--- config.mk ---
export PLATFORM = sky130hd
export DESIGN_NAME = tsample_ctrl
export DESIGN_NICKNAME = d
export VERILOG_FILES = /design/src/rtl/tsample_pkg.sv /design/src/rtl/tsample_timer.sv /design/src/rtl/tsample_mux.sv /design/src/rtl/tsample_avg.sv /design/src/rtl/tsample_ctrl.sv
export SDC_FILE = /design/constraint.sdc
export NUM_CORES = 1
export LEC_CHECK = 0
export ABC_AREA = 1
export BUFFER_PORTS_ARGS = -buffer_cell sky130_fd_sc_hd__buf_2
export CORE_ASPECT_RATIO = 1.2
export CORE_MARGIN = 2
export CORE_UTILIZATION = 40
export CTS_BUF_LIST = sky130_fd_sc_hd__clkbuf_4 sky130_fd_sc_hd__clkbuf_8 sky130_fd_sc_hd__clkbuf_16
export CTS_CLUSTER_SIZE = 30
export DETAILED_ROUTE_END_ITERATION = 7
export PLACE_DENSITY_LB_ADDON = 0.12
export SLEW_MARGIN = 0
export SYNTH_ARGS = -nofsm -noshare
export SYNTH_HDL_FRONTEND = slang
export SYNTH_HIERARCHICAL = 1
export SYNTH_SLANG_ARGS = --single-unit
export TNS_END_PERCENT = 30
--- constraint.sdc ---
create_clock -name clk -period 3.3 [get_ports clk]
set_input_delay 0.33 -clock clk [delete_from_list [all_inputs] [get_ports clk]]
set_output_delay 0.33 -clock clk [all_outputs]
set_load 0.02 [all_outputs]
--- src/rtl/tsample_pkg.sv ---
package tsample_pkg;
  // control word 0 field positions
  localparam int C0_START  = 0;
  localparam int C0_RESET  = 1;
  localparam int C0_ENABLE = 2;
  localparam int C0_BYPASS = 6;
  localparam int C0_CH_LO  = 13;
  localparam int C0_CH_W   = 4;
  localparam int C0_OSR_LO = 24;
  localparam int C0_OSR_W  = 2;
  localparam int C0_MODE_LO = 30;
  localparam int C0_MODE_W  = 2;
  // control word 1
  localparam int C1_EXP_LO = 0;
  localparam int C1_EXP_W  = 3;
  // mode value that routes a remote channel
  localparam logic [1:0] MODE_REMOTE = 2'd2;

  typedef struct packed {
    logic                remote;
    logic [C0_CH_W-1:0]  chan;
    logic [C1_EXP_W-1:0] nexp;
    logic                bypass;
  } cfg_key_t;
endpackage

--- src/rtl/tsample_timer.sv ---
module tsample_timer #(
  parameter int PRESCALE = 4,
  parameter int OSR_W    = 2
) (
  input  logic             clk,
  input  logic             rst,
  input  logic             run_i,
  input  logic             sync_i,
  input  logic [OSR_W-1:0] osr_i,
  output logic             strobe_o
);
  localparam int PER_MAX = PRESCALE << ((1 << OSR_W) - 1);
  localparam int CNT_W   = $clog2(PER_MAX + 1);

  logic [CNT_W-1:0] cnt;
  logic [CNT_W-1:0] limit;

  assign limit    = (CNT_W'(PRESCALE) << osr_i) - CNT_W'(1);
  assign strobe_o = run_i && !sync_i && (cnt >= limit);

  always_ff @(posedge clk) begin
    if (rst || sync_i || !run_i) cnt <= '0;
    else if (cnt >= limit)       cnt <= '0;
    else                         cnt <= cnt + CNT_W'(1);
  end

  // after a strobe the period restarts from zero
  a_r4_wrap: assert property (@(posedge clk) disable iff (rst)
    strobe_o |=> (cnt == '0));
  // a halted timer never strobes on the following cycle
  a_r10_no_strobe_halted: assert property (@(posedge clk) disable iff (rst)
    !run_i |=> (cnt == '0));
endmodule

--- src/rtl/tsample_mux.sv ---
module tsample_mux #(
  parameter int CODE_W  = 10,
  parameter int NUM_EXT = 4,
  parameter int CH_W    = 4
) (
  input  logic                      clk,
  input  logic                      rst,
  input  logic                      remote_i,
  input  logic [CH_W-1:0]           chan_i,
  input  logic [CODE_W-1:0]         int_code_i,
  input  logic [NUM_EXT*CODE_W-1:0] ext_code_i,
  output logic [CODE_W-1:0]         code_o
);
  logic [CODE_W-1:0] ext_arr [NUM_EXT];

  for (genvar g = 0; g < NUM_EXT; g++) begin : g_unpack
    assign ext_arr[g] = ext_code_i[g*CODE_W +: CODE_W];
  end

  always_comb begin
    code_o = remote_i ? '0 : int_code_i;
    for (int i = 0; i < NUM_EXT; i++) begin
      if (remote_i && chan_i == CH_W'(i)) code_o = ext_arr[i];
    end
  end

  // an index past the last remote channel yields zero
  a_r8_out_of_range: assert property (@(posedge clk) disable iff (rst)
    (remote_i && (32'(chan_i) >= NUM_EXT)) |-> (code_o == '0));
endmodule

--- src/rtl/tsample_avg.sv ---
module tsample_avg #(
  parameter int CODE_W = 10,
  parameter int EXP_W  = 3
) (
  input  logic              clk,
  input  logic              rst,
  input  logic              clear_all_i,
  input  logic              clear_acc_i,
  input  logic              strobe_i,
  input  logic [CODE_W-1:0] sample_i,
  input  logic              bypass_i,
  input  logic [EXP_W-1:0]  nexp_i,
  output logic [CODE_W-1:0] result_o,
  output logic              valid_o
);
  localparam int N_MAX   = (1 << EXP_W) - 1;
  localparam int ACC_W   = CODE_W + N_MAX;
  localparam int CNT_W   = N_MAX;
  localparam int ACC_MAX = ((1 << N_MAX) - 1) * ((1 << CODE_W) - 1);

  logic [ACC_W-1:0] acc;
  logic [ACC_W-1:0] sum;
  logic [ACC_W-1:0] mean;
  logic [CNT_W-1:0] cnt;
  logic             last;

  assign sum  = acc + ACC_W'(sample_i);
  assign mean = sum >> nexp_i;
  assign last = (cnt == CNT_W'((1 << nexp_i) - 1));

  always_ff @(posedge clk) begin
    if (rst || clear_all_i) begin
      acc      <= '0;
      cnt      <= '0;
      result_o <= '0;
      valid_o  <= 1'b0;
    end else if (clear_acc_i) begin
      acc <= '0;
      cnt <= '0;
    end else if (strobe_i) begin
      if (bypass_i) begin
        result_o <= sample_i;
        valid_o  <= 1'b1;
        acc      <= '0;
        cnt      <= '0;
      end else if (last) begin
        result_o <= mean[CODE_W-1:0];
        valid_o  <= 1'b1;
        acc      <= '0;
        cnt      <= '0;
      end else begin
        acc <= sum;
        cnt <= cnt + CNT_W'(1);
      end
    end
  end

  // a clear leaves nothing published
  a_r1_cleared: assert property (@(posedge clk) disable iff (rst)
    clear_all_i |=> (!valid_o && result_o == '0));
  // bypass publishes the strobed code itself
  a_r6_bypass: assert property (@(posedge clk) disable iff (rst)
    (strobe_i && bypass_i && !clear_all_i && !clear_acc_i)
      |=> (valid_o && result_o == $past(sample_i)));
  // the running sum stays within its worst-case bound
  a_r11_no_overflow: assert property (@(posedge clk) disable iff (rst)
    (32'(acc) <= ACC_MAX));
endmodule

--- src/rtl/tsample_ctrl.sv ---
module tsample_ctrl
  import tsample_pkg::*;
#(
  parameter int CODE_W   = 10,
  parameter int NUM_EXT  = 4,
  parameter int PRESCALE = 4
) (
  input  logic                      clk,
  input  logic                      rst,
  input  logic [31:0]               ctrl0_i,
  input  logic [31:0]               ctrl1_i,
  input  logic [CODE_W-1:0]         int_code_i,
  input  logic [NUM_EXT*CODE_W-1:0] ext_code_i,
  output logic [31:0]               status_o
);
  logic                 start, rst_bit, enable, bypass;
  logic [C0_CH_W-1:0]   chan;
  logic [C0_OSR_W-1:0]  osr;
  logic [C0_MODE_W-1:0] mode;
  logic [C1_EXP_W-1:0]  nexp;

  assign start   = ctrl0_i[C0_START];
  assign rst_bit = ctrl0_i[C0_RESET];
  assign enable  = ctrl0_i[C0_ENABLE];
  assign bypass  = ctrl0_i[C0_BYPASS];
  assign chan    = ctrl0_i[C0_CH_LO +: C0_CH_W];
  assign osr     = ctrl0_i[C0_OSR_LO +: C0_OSR_W];
  assign mode    = ctrl0_i[C0_MODE_LO +: C0_MODE_W];
  assign nexp    = ctrl1_i[C1_EXP_LO +: C1_EXP_W];

  logic unused_ctrl_bits;
  assign unused_ctrl_bits = ^{ctrl0_i[29:26], ctrl0_i[23:17], ctrl0_i[12:7],
                              ctrl0_i[5:3], ctrl1_i[31:3]};

  cfg_key_t key_d, key_q;
  logic     hold, run, run_q, run_rise, key_chg, clear_all, sync;
  logic     strobe;
  logic [CODE_W-1:0] sample, result;
  logic     valid;

  always_comb begin
    key_d.remote = (mode == MODE_REMOTE);
    key_d.chan   = key_d.remote ? chan : '0;
    key_d.nexp   = nexp;
    key_d.bypass = bypass;
  end

  assign hold      = rst_bit || !enable;
  assign run       = !hold && start;
  assign run_rise  = run && !run_q;
  assign key_chg   = (key_d != key_q);
  assign clear_all = hold || key_chg;
  assign sync      = clear_all || run_rise;

  always_ff @(posedge clk) begin
    if (rst) begin
      key_q <= '0;
      run_q <= 1'b0;
    end else begin
      key_q <= key_d;
      run_q <= run;
    end
  end

  tsample_timer #(.PRESCALE(PRESCALE), .OSR_W(C0_OSR_W)) u_timer (
    .clk(clk), .rst(rst), .run_i(run), .sync_i(sync), .osr_i(osr),
    .strobe_o(strobe));

  tsample_mux #(.CODE_W(CODE_W), .NUM_EXT(NUM_EXT), .CH_W(C0_CH_W)) u_mux (
    .clk(clk), .rst(rst), .remote_i(key_d.remote), .chan_i(chan),
    .int_code_i(int_code_i), .ext_code_i(ext_code_i), .code_o(sample));

  tsample_avg #(.CODE_W(CODE_W), .EXP_W(C1_EXP_W)) u_avg (
    .clk(clk), .rst(rst), .clear_all_i(clear_all), .clear_acc_i(run_rise),
    .strobe_i(strobe), .sample_i(sample), .bypass_i(bypass), .nexp_i(nexp),
    .result_o(result), .valid_o(valid));

  assign status_o = {{(31-CODE_W){1'b0}}, valid, result};

  // a changed source or averaging setup drops the flag
  a_r9_restart: assert property (@(posedge clk) disable iff (rst)
    key_chg |=> !status_o[CODE_W]);
  // halted and untouched, the status word does not move
  a_r10_hold_status: assert property (@(posedge clk) disable iff (rst)
    (!run && !hold && !key_chg) |=> $stable(status_o));
endmodule

==> run summary, run 1 <==
Yosys top cell area share: 22.9%
htree depth: 2
Ant. Diodes: 0
final period utilization: 91.3%
flops & latches, synth: 51
LEAKAGE: 2.69 nW
GRT Total Usage: 20.1%
PortBufs: 77
Remaining DRCs: 0
FF+latch area: 1020 um2
Mean Syn Cell Area: 6.00 um2
maxcap violations: 0
peak supply drop: 0.233 mV
Final Max Tran Viols: 0
Antenna Nets Post-Route: 0
synth unique cells: 45
Die X: 100 um
Initial Util: 40.7%
TritonCTS Sinks: 51
Hold-fix buffers, CTS: 0
largest net degree at the start of global routing: 22
Routed Wire Length: 12.0 mm
CTS tree: yes
Mapped Area: 4470 um2
final instance area: 5230 um2
routed vias: 4723
HP Class: input pin to flop
global-route wire length before repair: 19.6 mm
clk buf depth: 2
drt first pass iters: 5
GRT overflow: 0
Startpoint Class: input pin
WL per Instance: 12.4 um
Synth Warn #: 6
most frequent cells in the layout: nand2_1 (226), nand3_1 (96), inv_1 (79)
CP arrival: 3.21 ns
1st-iter DRT viols: 220
fmax: 0.332 GHz
NumNets Final: 972
proportion of layout cells with a drive suffix above 1: 19.5%
CTS buffer count: 5
Crit path required time: 3.50 ns
clock transition at the registers of the reported paths: 0.07 ns
outcome: complete, no violations
endpoints failing hold: 0
initial antenna violation count: 0
Post-DP HPWL: 9.83 mm
multi-input gate area in the final layout: 2920 um2
Seq/Total Area, Yosys: 22.9%
DP Area: 5040 um2
leading area contributor after synthesis: dfxtp_1
Syn-to-layout area delta: 17.0%
clk_lat worst skew: 0.30 ns
placed instance count: 961
final cell count without fillers: 971
vias in the first global route: 4386
Die Ht: 120 um
setup tns final: 0 ns
reg2reg setup slack: 0.92 ns
GPL Wtd Cong: 0.897
Clock Tree Root: clkbuf_16
CP endpoint kind: flop
die area: 12000 um2
Clock Skews: 0.00874 ns
Tmin final: 3.01 ns
synthesized instance count: 744
# IOs: 148
# fillers: 1177
Core ar.: 11000 um2
crit path kind: input pin to flop
Max Fanout on Critical Path: 6
vias per cell: 4.86
RSZ-0062 raised after global routing: no
final setup fails: 0
cell area power density: 279 nW/um2
commonest non-fill, non-tap cell in the layout: nand2_1
top post-synthesis cells by area: dfxtp_1 (23%), nand2_1 (19%), nand3_1 (11%)
Tot Pwr: 1.46 mW
FP Rows: 42
[registers in the layout, summed over array words and instances, names as in the netlist]
| register | count |
|---|---|
| u_timer/cnt | 6 |
| key_q | 9 |
| u_avg/valid_o | 1 |
| u_avg/acc | 17 |
| u_avg/result_o | 10 |
| run_q | 1 |
| u_avg/cnt | 7 |
[layout make-up]
class,count,area share (%)
repair buffers,108,11.8
multi-input cells,579,55.9
inverters,93,6.73
clock buffers,5,2.39
clock inverters,3,0.479
flip-flops and latches,51,19.5
well taps,132,3.16
[worst max-delay path, stage by stage]
cell      delay, ns
buf_2          0.12
nor2_2         0.20
inv_2          0.09
nor3_4         0.29
nand2_1        0.09
nand3_1        0.15
ha_1           0.20
inv_1          0.06
fa_1           0.40
inv_1          0.09
buf_4          0.11
nand2_1        0.04
nand3_1        0.15
nand2_1        0.10
nand2_1        0.12
nand2_1        0.08
nand3_1        0.09
nand2_1        0.07
o21ai_0        0.19
o211ai_1       0.13
nand2_1        0.08
inv_1          0.03
[metrics by stage]
stage               hold slack, ns  setup WS, ns  util, %
finish                       0.308         0.286     47.6
detailed placement           0.459       -0.0689     45.9
floorplan                    0.437         0.409        -
global route                 0.317       0.00454     47.6
CTS                          0.296         0.221     47.2
global placement             0.444        0.0238     45.9
[synthesized netlist by cell type]
cell,n
inv_4,1
nor3b_2,1
a21boi_0,1
nand3_2,3
or2_2,4
o22ai_1,1
nor2_1,80
or2_1,2
buf_4,24
a211oi_2,4
nand2_1,226
nand2_2,5
o21a_1,1
fa_1,1
nor3_2,3
clkinv_1,2
nor2_4,2
buf_1,1
nor3_1,3
nor3_4,2
a31oi_1,2
nand3_1,98
o21bai_1,4
a21oi_1,37
nor2_2,6
xor2_1,9
o21ai_1,1
a311oi_1,1
o211ai_1,2
buf_2,4
nor3b_1,1
inv_2,11
nand3_4,1
nand3b_1,1
conb_1,2
buf_6,3
inv_1,79
and2_1,2
o21ai_0,7
a211oi_1,2
clkbuf_1,9
nand4_1,18
dfxtp_1,51
xnor2_1,9
ha_1,17
[timing repair]
| action | in CTS | in global routing |
|---|---|---|
| setup endpoints to repair | 0 | 9 |
| buffers inserted | 0 | 2 |
| gates resized for setup | 0 | 5 |
[per-layer routing]
layer / vias to the layer above / routed length [um] / global-route usage [%]
li1: 2533 / - / -
met1: 2080 / 5470 / 25.1
met2: 104 / 5930 / 35.4
met3: 6 / 527 / 2.68
met4: 0 / 108 / 6.34
met5: - / 0 / 0
[worst paths after layout]
check | startpoint | to | cells past startpoint
worst min register to register | u_avg/acc[0] | u_avg/acc[0] | 2
worst max-delay path | ctrl0_i[16] | u_avg/result_o[1] | 22
worst min-delay path | ctrl0_i[16] | key_q[7] | 3
worst max register to register | u_avg/acc[0] | u_avg/result_o[1] | 16
[power by group]
part           switching [mW]  total, mW  leakage (nW)  internal, mW
sequential            0.00191      0.621         0.412         0.619
combinational           0.180      0.285          2.20         0.105
clock                   0.261      0.549        0.0708         0.287
[cell families (layout without fill, tap and decap cells)]
group | after synthesis | after routing | synth area share (%)
adder cells (fa/ha/maj) | 18 | 18 | 5.21
XOR/XNOR | 18 | 18 | 3.53
AO/OA/AOI/OAI | 63 | 63 | 8.46
buffers and inverters | 134 | 209 | 14.0
flip-flops | 51 | 51 | 22.9
other | 2 | 22 | 0.168
AND/OR/NAND/NOR | 458 | 458 | 45.8
No activity file was read; power rests on OpenSTA's default activity.
==> run 2: changes to the inputs <==
ABC_AREA = 0   (was 1)
PLACE_DENSITY = 0.73   (was not set)
PLACE_DENSITY_LB_ADDON = not set   (was 0.12)
==> run 2 against run 1 <==
Net effect:
- maximum frequency fell by 13%
- total power rose by 13%
- sequential share of layout area fell by 2.3 points
- register-to-register slack got worse by 0.33 ns
- design area rose by 13%
- routed wire length rose by 12%
- worst hold slack improved by 0.0086 ns
- largest power group unchanged
- the run now ends with negative setup slack left
- setup slack got worse by 0.44 ns
==> run summary, run 2 <==
RSZ-0062 raised after global routing: yes
leading area contributor after synthesis: dfxtp_1
dominant synthesized flop cell: dfxtp_1
Ant. Diodes: 0 (unchanged)
htree depth: 2 (unchanged)
CP arrival: 3.67 ns (+0.46 ns)
crit path kind: input pin to flop
GRT Total Usage: 21.5% (+1.4 points)
Final Max Tran Viols: 0 (unchanged)
cell area power density: 279 nW/um2 (about the same)
Antenna Nets Post-Route: 0 (unchanged)
final period utilization: 105% (+13 points)
synthesized instance count: 571 (-23%)
LEAKAGE: 2.48 nW (-7.8%)
Mean Syn Cell Area: 7.94 um2 (+32%)
Seq/Total Area, Yosys: 22.5% (-0.35 points)
clock transition at the registers of the reported paths: 0.07 ns (about the same)
Top reg by flops: u_avg/acc
clk_lat worst skew: 0.30 ns (about the same)
# IOs: 148 (unchanged)
Die X: 101 um (+0.75%)
initial antenna violation count: 0 (unchanged)
CTS tree: yes
Syn-to-layout area delta: 30.3%
Post-DP HPWL: 10.3 mm (+4.4%)
TritonCTS Sinks: 51 (unchanged)
most frequent cells in the layout: buf_4 (81), buf_2 (74), nor2_1 (57)
Synth Warn #: 6 (unchanged)
# fillers: 994 (-16%)
maxcap violations: 0 (unchanged)
max FFs per register: 17 (unchanged)
HP Class: input pin to flop
Max Fanout on Critical Path: 11 (+5)
final critical-path setup slack: -0.149 ns (-0.435 ns)
Clock Tree Root: clkbuf_16
Mapped Area: 4540 um2 (+1.6%)
Crit path required time: 3.52 ns (+0.02 ns)
GPL Wtd Cong: 0.968 (+8.0%)
clk buf depth: 2 (unchanged)
endpoints failing hold: 0 (unchanged)
largest net degree at the start of global routing: 33 (+50%)
failing checks: negative setup slack
Yosys top cell area share: 22.5% (-0.35 points)
vias in the first global route: 4669 (+6.5%)
flops & latches, synth: 51 (unchanged)
Routed Wire Length: 13.5 mm (+12%)
proportion of layout cells with a drive suffix above 1: 33.6% (+14 points)
Tot Pwr: 1.65 mW (+13%)
synth unique cells: 88 (+96%)
Largest regs: u_avg/acc: 17 flops, u_avg/result_o: 10 flops, key_q: 9 flops
top post-synthesis cells by area: dfxtp_1 (23%), nor2_1 (4.9%), ha_1 (4.7%)
global-route wire length before repair: 21.3 mm (+9.1%)
die area: 12200 um2 (+1.5%)
Worst slew margin: 53.5%
fin util: 53.6% (+6.0 points)
final setup fails: 6 (+6)
Core ar.: 11000 um2 (+0.48%)
Async SR Flop Fraction: 0% (unchanged)
CP endpoint kind: flop
Remaining DRCs: 0 (unchanged)
Tightest Pin Transition: 0.695 ns
EDFF count, synth: 0 (unchanged)
peak supply drop: 0.219 mV (-6.0%)
outcome: complete, but fails checks
NumNets Final: 839 (-14%)
Tmin final: 3.45 ns (+0.435 ns)
routed vias: 4857 (+2.8%)
1st-iter DRT viols: 324 (+47%)
Initial Util: 41.1% (+0.44 points)
Clock Skews: 0.00423 ns (-0.00451 ns)
dpl ws: -0.480 ns (-0.411 ns)
drt first pass iters: 7 (+2)
fmax: 0.290 GHz (-13%)
cell with the most instances after synthesis: nor2_1
WL per Instance: 16.1 um (+30%)
vias per cell: 5.80 (+19%)
synth cell count leaders: nor2_1 (59), dfxtp_1 (51), nand2_1 (41)
GRT overflow: 0 (unchanged)
Die Ht: 121 um (+0.75%)
CTS buffer count: 5 (unchanged)
commonest non-fill, non-tap cell in the layout: buf_4
Startpoint Class: input pin
Hold-fix buffers, CTS: 0 (unchanged)
PortBufs: 77 (unchanged)
FP Rows: 42 (unchanged)
-- run 2: cell type report --
| type | count | area [um2] | share of cell area [%] |
|---|---|---|---|
| clock buffer | 6 | 139 | 2.35 |
| clock inverter | 2 | 35.0 | 0.593 |
| inverter | 19 | 73.8 | 1.25 |
| multi-input combinational | 467 | 3430 | 58.0 |
| sequential | 51 | 1020 | 17.3 |
| tap | 132 | 165 | 2.79 |
| timing repair buffer | 161 | 1050 | 17.7 |
-- run 2: per-layer routing --
metal / vias up / global-route usage (%) / share of wire (%)
met5: - / 0 / 0
met4: 0 / 11.1 / 4.2
met3: 53 / 3.41 / 5.9
met2: 206 / 38.5 / 51
met1: 2276 / 24.1 / 39
li1: 2322 / - / -
-- run 2: report_power, final --
group	leakage (nW)	internal (mW)	switching [mW]
Sequential	0.412	0.620	0.00246
Combinational	1.98	0.189	0.217
Clock	0.0868	0.378	0.241
-- run 2: per-stage QoR --
step / area [um2] / setup TNS, ns / cells / hold slack (ns)
floorplan: 4670 / 0 / 591 / 0.402
global placement: 5480 / -2.88 / 823 / 0.457
detailed placement: 5480 / -3.36 / 823 / 0.465
CTS: 5730 / -0.0155 / 833 / 0.308
global route: 5910 / -1.50 / 838 / 0.349
finish: 5910 / -0.483 / 838 / 0.317
-- run 2: worst paths after layout --
path	from	endpoint	slack [ns]	depth (start not counted)
worst max register to register	key_q[4]	u_avg/result_o[6]	0.59	10
worst max-delay path	ctrl0_i[14]	u_avg/result_o[2]	-0.15	16
worst min-delay path	ctrl0_i[0]	run_q	0.32	3
worst min register to register	u_avg/valid_o	u_avg/valid_o	0.48	1
-- run 2: what timing repair did --
action | 4_1_cts | 5_1_grt
gates resized for setup | 11 | 31
pin swaps | 6 | 18
endpoints found under the setup margin | 6 | 10
setup buffers | 2 | 5
-- run 2: cells by family (layout without fill, tap and decap cells) --
logic type,count (synthesis),count (layout),share of synthesized area [%]
AOI/OAI and AO/OA,146,146,24.5
xor gates and xnor gates,40,40,7.72
adders and majority gates,18,18,5.13
buffers and inverters,73,188,8.74
DFF,51,51,22.5
muxes,22,22,5.54
other,2,22,0.166
and+or+nand+nor,219,219,25.7
-- run 2: critical path, stage by stage --
cell,delay (ns)
clkbuf_4,0.18
buf_4,0.19
mux2_2,0.34
o21ai_0,0.22
a22oi_1,0.13
buf_4,0.16
ha_1,0.29
a21o_1,0.21
and3_4,0.20
o2111ai_2,0.24
a31oi_2,0.14
a311o_1,0.38
buf_4,0.16
mux2i_1,0.18
mux2i_1,0.12
a31oi_1,0.20
==> run 3: changes to the inputs <==
TNS_END_PERCENT = not set   (was 30)
==> run 3 against run 2 <==
Net effect:
- the run still ends with negative setup slack left
- register-to-register slack lost 0.05 ns
- total power grew 1.4%
- clock power grew 0.8%
- critical path depth shrank 2
- combinational power grew 5%
- maximum frequency grew 0.65%
- routed wire length grew 1.6%
- die area is the same
- clock skew grew 0.0032 ns
- critical endpoint unchanged
==> run summary, run 3 (synthesis results as in run 2) <==
htree depth: 2 (unchanged)
Clock Skews: 0.00745 ns (+0.00322 ns)
fin util: 54.6% (+1.1 points)
CP arrival: 3.65 ns (-0.02 ns)
Startpoint Class: input pin
Crit path required time: 3.52 ns (about the same)
vias per cell: 5.78 (-0.27%)
commonest non-fill, non-tap cell in the layout: buf_4
Clock Tree Root: clkbuf_16
cell area power density: 277 nW/um2 (-0.54%)
FP Rows: 42 (unchanged)
setup tns final: -0.308 ns (+0.175 ns)
max FFs per register: 17 (unchanged)
TritonCTS Sinks: 51 (unchanged)
Tightest Pin Transition: 0.706 ns (+0.0109 ns)
clock transition at the registers of the reported paths: 0.07 ns (about the same)
Largest regs: u_avg/acc: 17 flops, u_avg/result_o: 10 flops, key_q: 9 flops
Final Max Tran Viols: 0 (unchanged)
clk buf depth: 2 (unchanged)
LEAKAGE: 2.51 nW (+1.3%)
Top reg by flops: u_avg/acc
CTS buffer count: 5 (unchanged)
proportion of layout cells with a drive suffix above 1: 35.2% (+1.6 points)
die area: 12200 um2 (unchanged)
endpoints failing hold: 0 (unchanged)
final hold slack: 0.315 ns (-0.00171 ns)
maxcap violations: 0 (unchanged)
most frequent cells in the layout: buf_4 (84), buf_2 (74), nor2_1 (56)
largest net degree at the start of global routing: 33 (unchanged)
CP endpoint kind: flop
Antenna Nets Post-Route: 0 (unchanged)
outcome: complete, but fails checks
final setup fails: 4 (-2)
DP Area: 5480 um2 (unchanged)
# IOs: 148 (unchanged)
vias in the first global route: 4686 (+0.36%)
HP Class: input pin to flop
# fillers: 989 (-0.50%)
NumNets Final: 844 (+0.60%)
initial antenna violation count: 0 (unchanged)
Worst slew margin: 52.8% (-0.73 points)
Die X: 101 um (unchanged)
crit path kind: input pin to flop
final period utilization: 104% (-0.68 points)
1st-iter DRT viols: 332 (+2.5%)
Ant. Diodes: 0 (unchanged)
peak supply drop: 0.221 mV (+0.62%)
Tmin final: 3.43 ns (-0.0224 ns)
Core ar.: 11000 um2 (unchanged)
Routed Wire Length: 13.7 mm (+1.6%)
CTS tree: yes
drt first pass iters: 6 (-1)
WL per Instance: 16.3 um (+0.95%)
Post-DP HPWL: 10.3 mm (unchanged)
failing checks: negative setup slack
clk_lat worst skew: 0.30 ns (about the same)
Max Fanout on Critical Path: 8 (-3)
fmax: 0.292 GHz (+0.65%)
PortBufs: 77 (unchanged)
Initial Util: 41.1% (unchanged)
GRT overflow: 0 (unchanged)
GRT Total Usage: 21.5% (+0.048 points)
GPL Wtd Cong: 0.968 (unchanged)
global-route wire length before repair: 21.4 mm (+0.26%)
final instance area: 6030 um2 (+2.0%)
Remaining DRCs: 0 (unchanged)
final critical-path setup slack: -0.126 ns (+0.0224 ns)
Syn-to-layout area delta: 32.9%
RSZ-0062 raised after global routing: yes
routed vias: 4873 (+0.33%)
Die Ht: 121 um (unchanged)
## run 3: worst paths after layout
path	from	end	slack, ns	cells past startpoint
setup / recovery	ctrl0_i[13]	u_avg/result_o[2]	-0.13	14
hold / removal	ctrl0_i[0]	run_q	0.31	3
setup reg to reg	key_q[4]	u_avg/result_o[6]	0.54	10
hold reg to reg	u_avg/valid_o	u_avg/valid_o	0.48	1
## run 3: routing by layer
metal | up-vias | GRT usage, % | share of wire [%]
li1 | 2329 | - | -
met1 | 2293 | 24.2 | 40
met2 | 202 | 38.7 | 51
met3 | 49 | 3.24 | 5.4
met4 | 0 | 11.0 | 3.8
met5 | - | 0 | 0
## run 3: repair_timing
item                                    in CTS  in global routing
endpoints found under the setup margin       6                 10
gates cloned                                 0                  0
gates resized for setup                     15                 47
hold buffers                                 0                  0
buffers inserted                             2                 10
pin swaps                                    7                 27
## run 3: report_power, final
group	internal [mW]	switching (mW)	leakage [nW]	total (mW)
Sequential	0.620	0.00246	0.412	0.622
Clock	0.378	0.246	0.0868	0.624
Combinational	0.200	0.224	2.01	0.425
## run 3: final cells by class
type	count	area [um2]	area share, %
clock buffers	6	139	2.30
inverters	19	73.8	1.22
clock inverters	2	35.0	0.581
repair buffers	166	1110	18.4
multi-input cells	467	3490	57.8
flip-flops and latches	51	1020	16.9
well taps	132	165	2.74
## run 3: through the flow
stage	power [mW]	worst slack, ns	cells
finish	1.67	-0.126	843
global route	1.72	-0.211	843
CTS	1.64	-0.0120	833
detailed placement	1.01	-0.480	823
global placement	0.996	-0.467	823
floorplan	0.878	0.00368	591
## run 3: worst max-delay path, stage by stage
cell and delay (ns):
buf_12 0.11, nor2b_4 0.14, a221o_1 0.34, a221o_1 0.42, ha_4 0.31, and2_4 0.18
a221o_1 0.37, o2111ai_2 0.27, a31oi_2 0.14, a311o_1 0.39, buf_4 0.16, mux2i_2 0.16
mux2i_1 0.12, a31oi_1 0.20
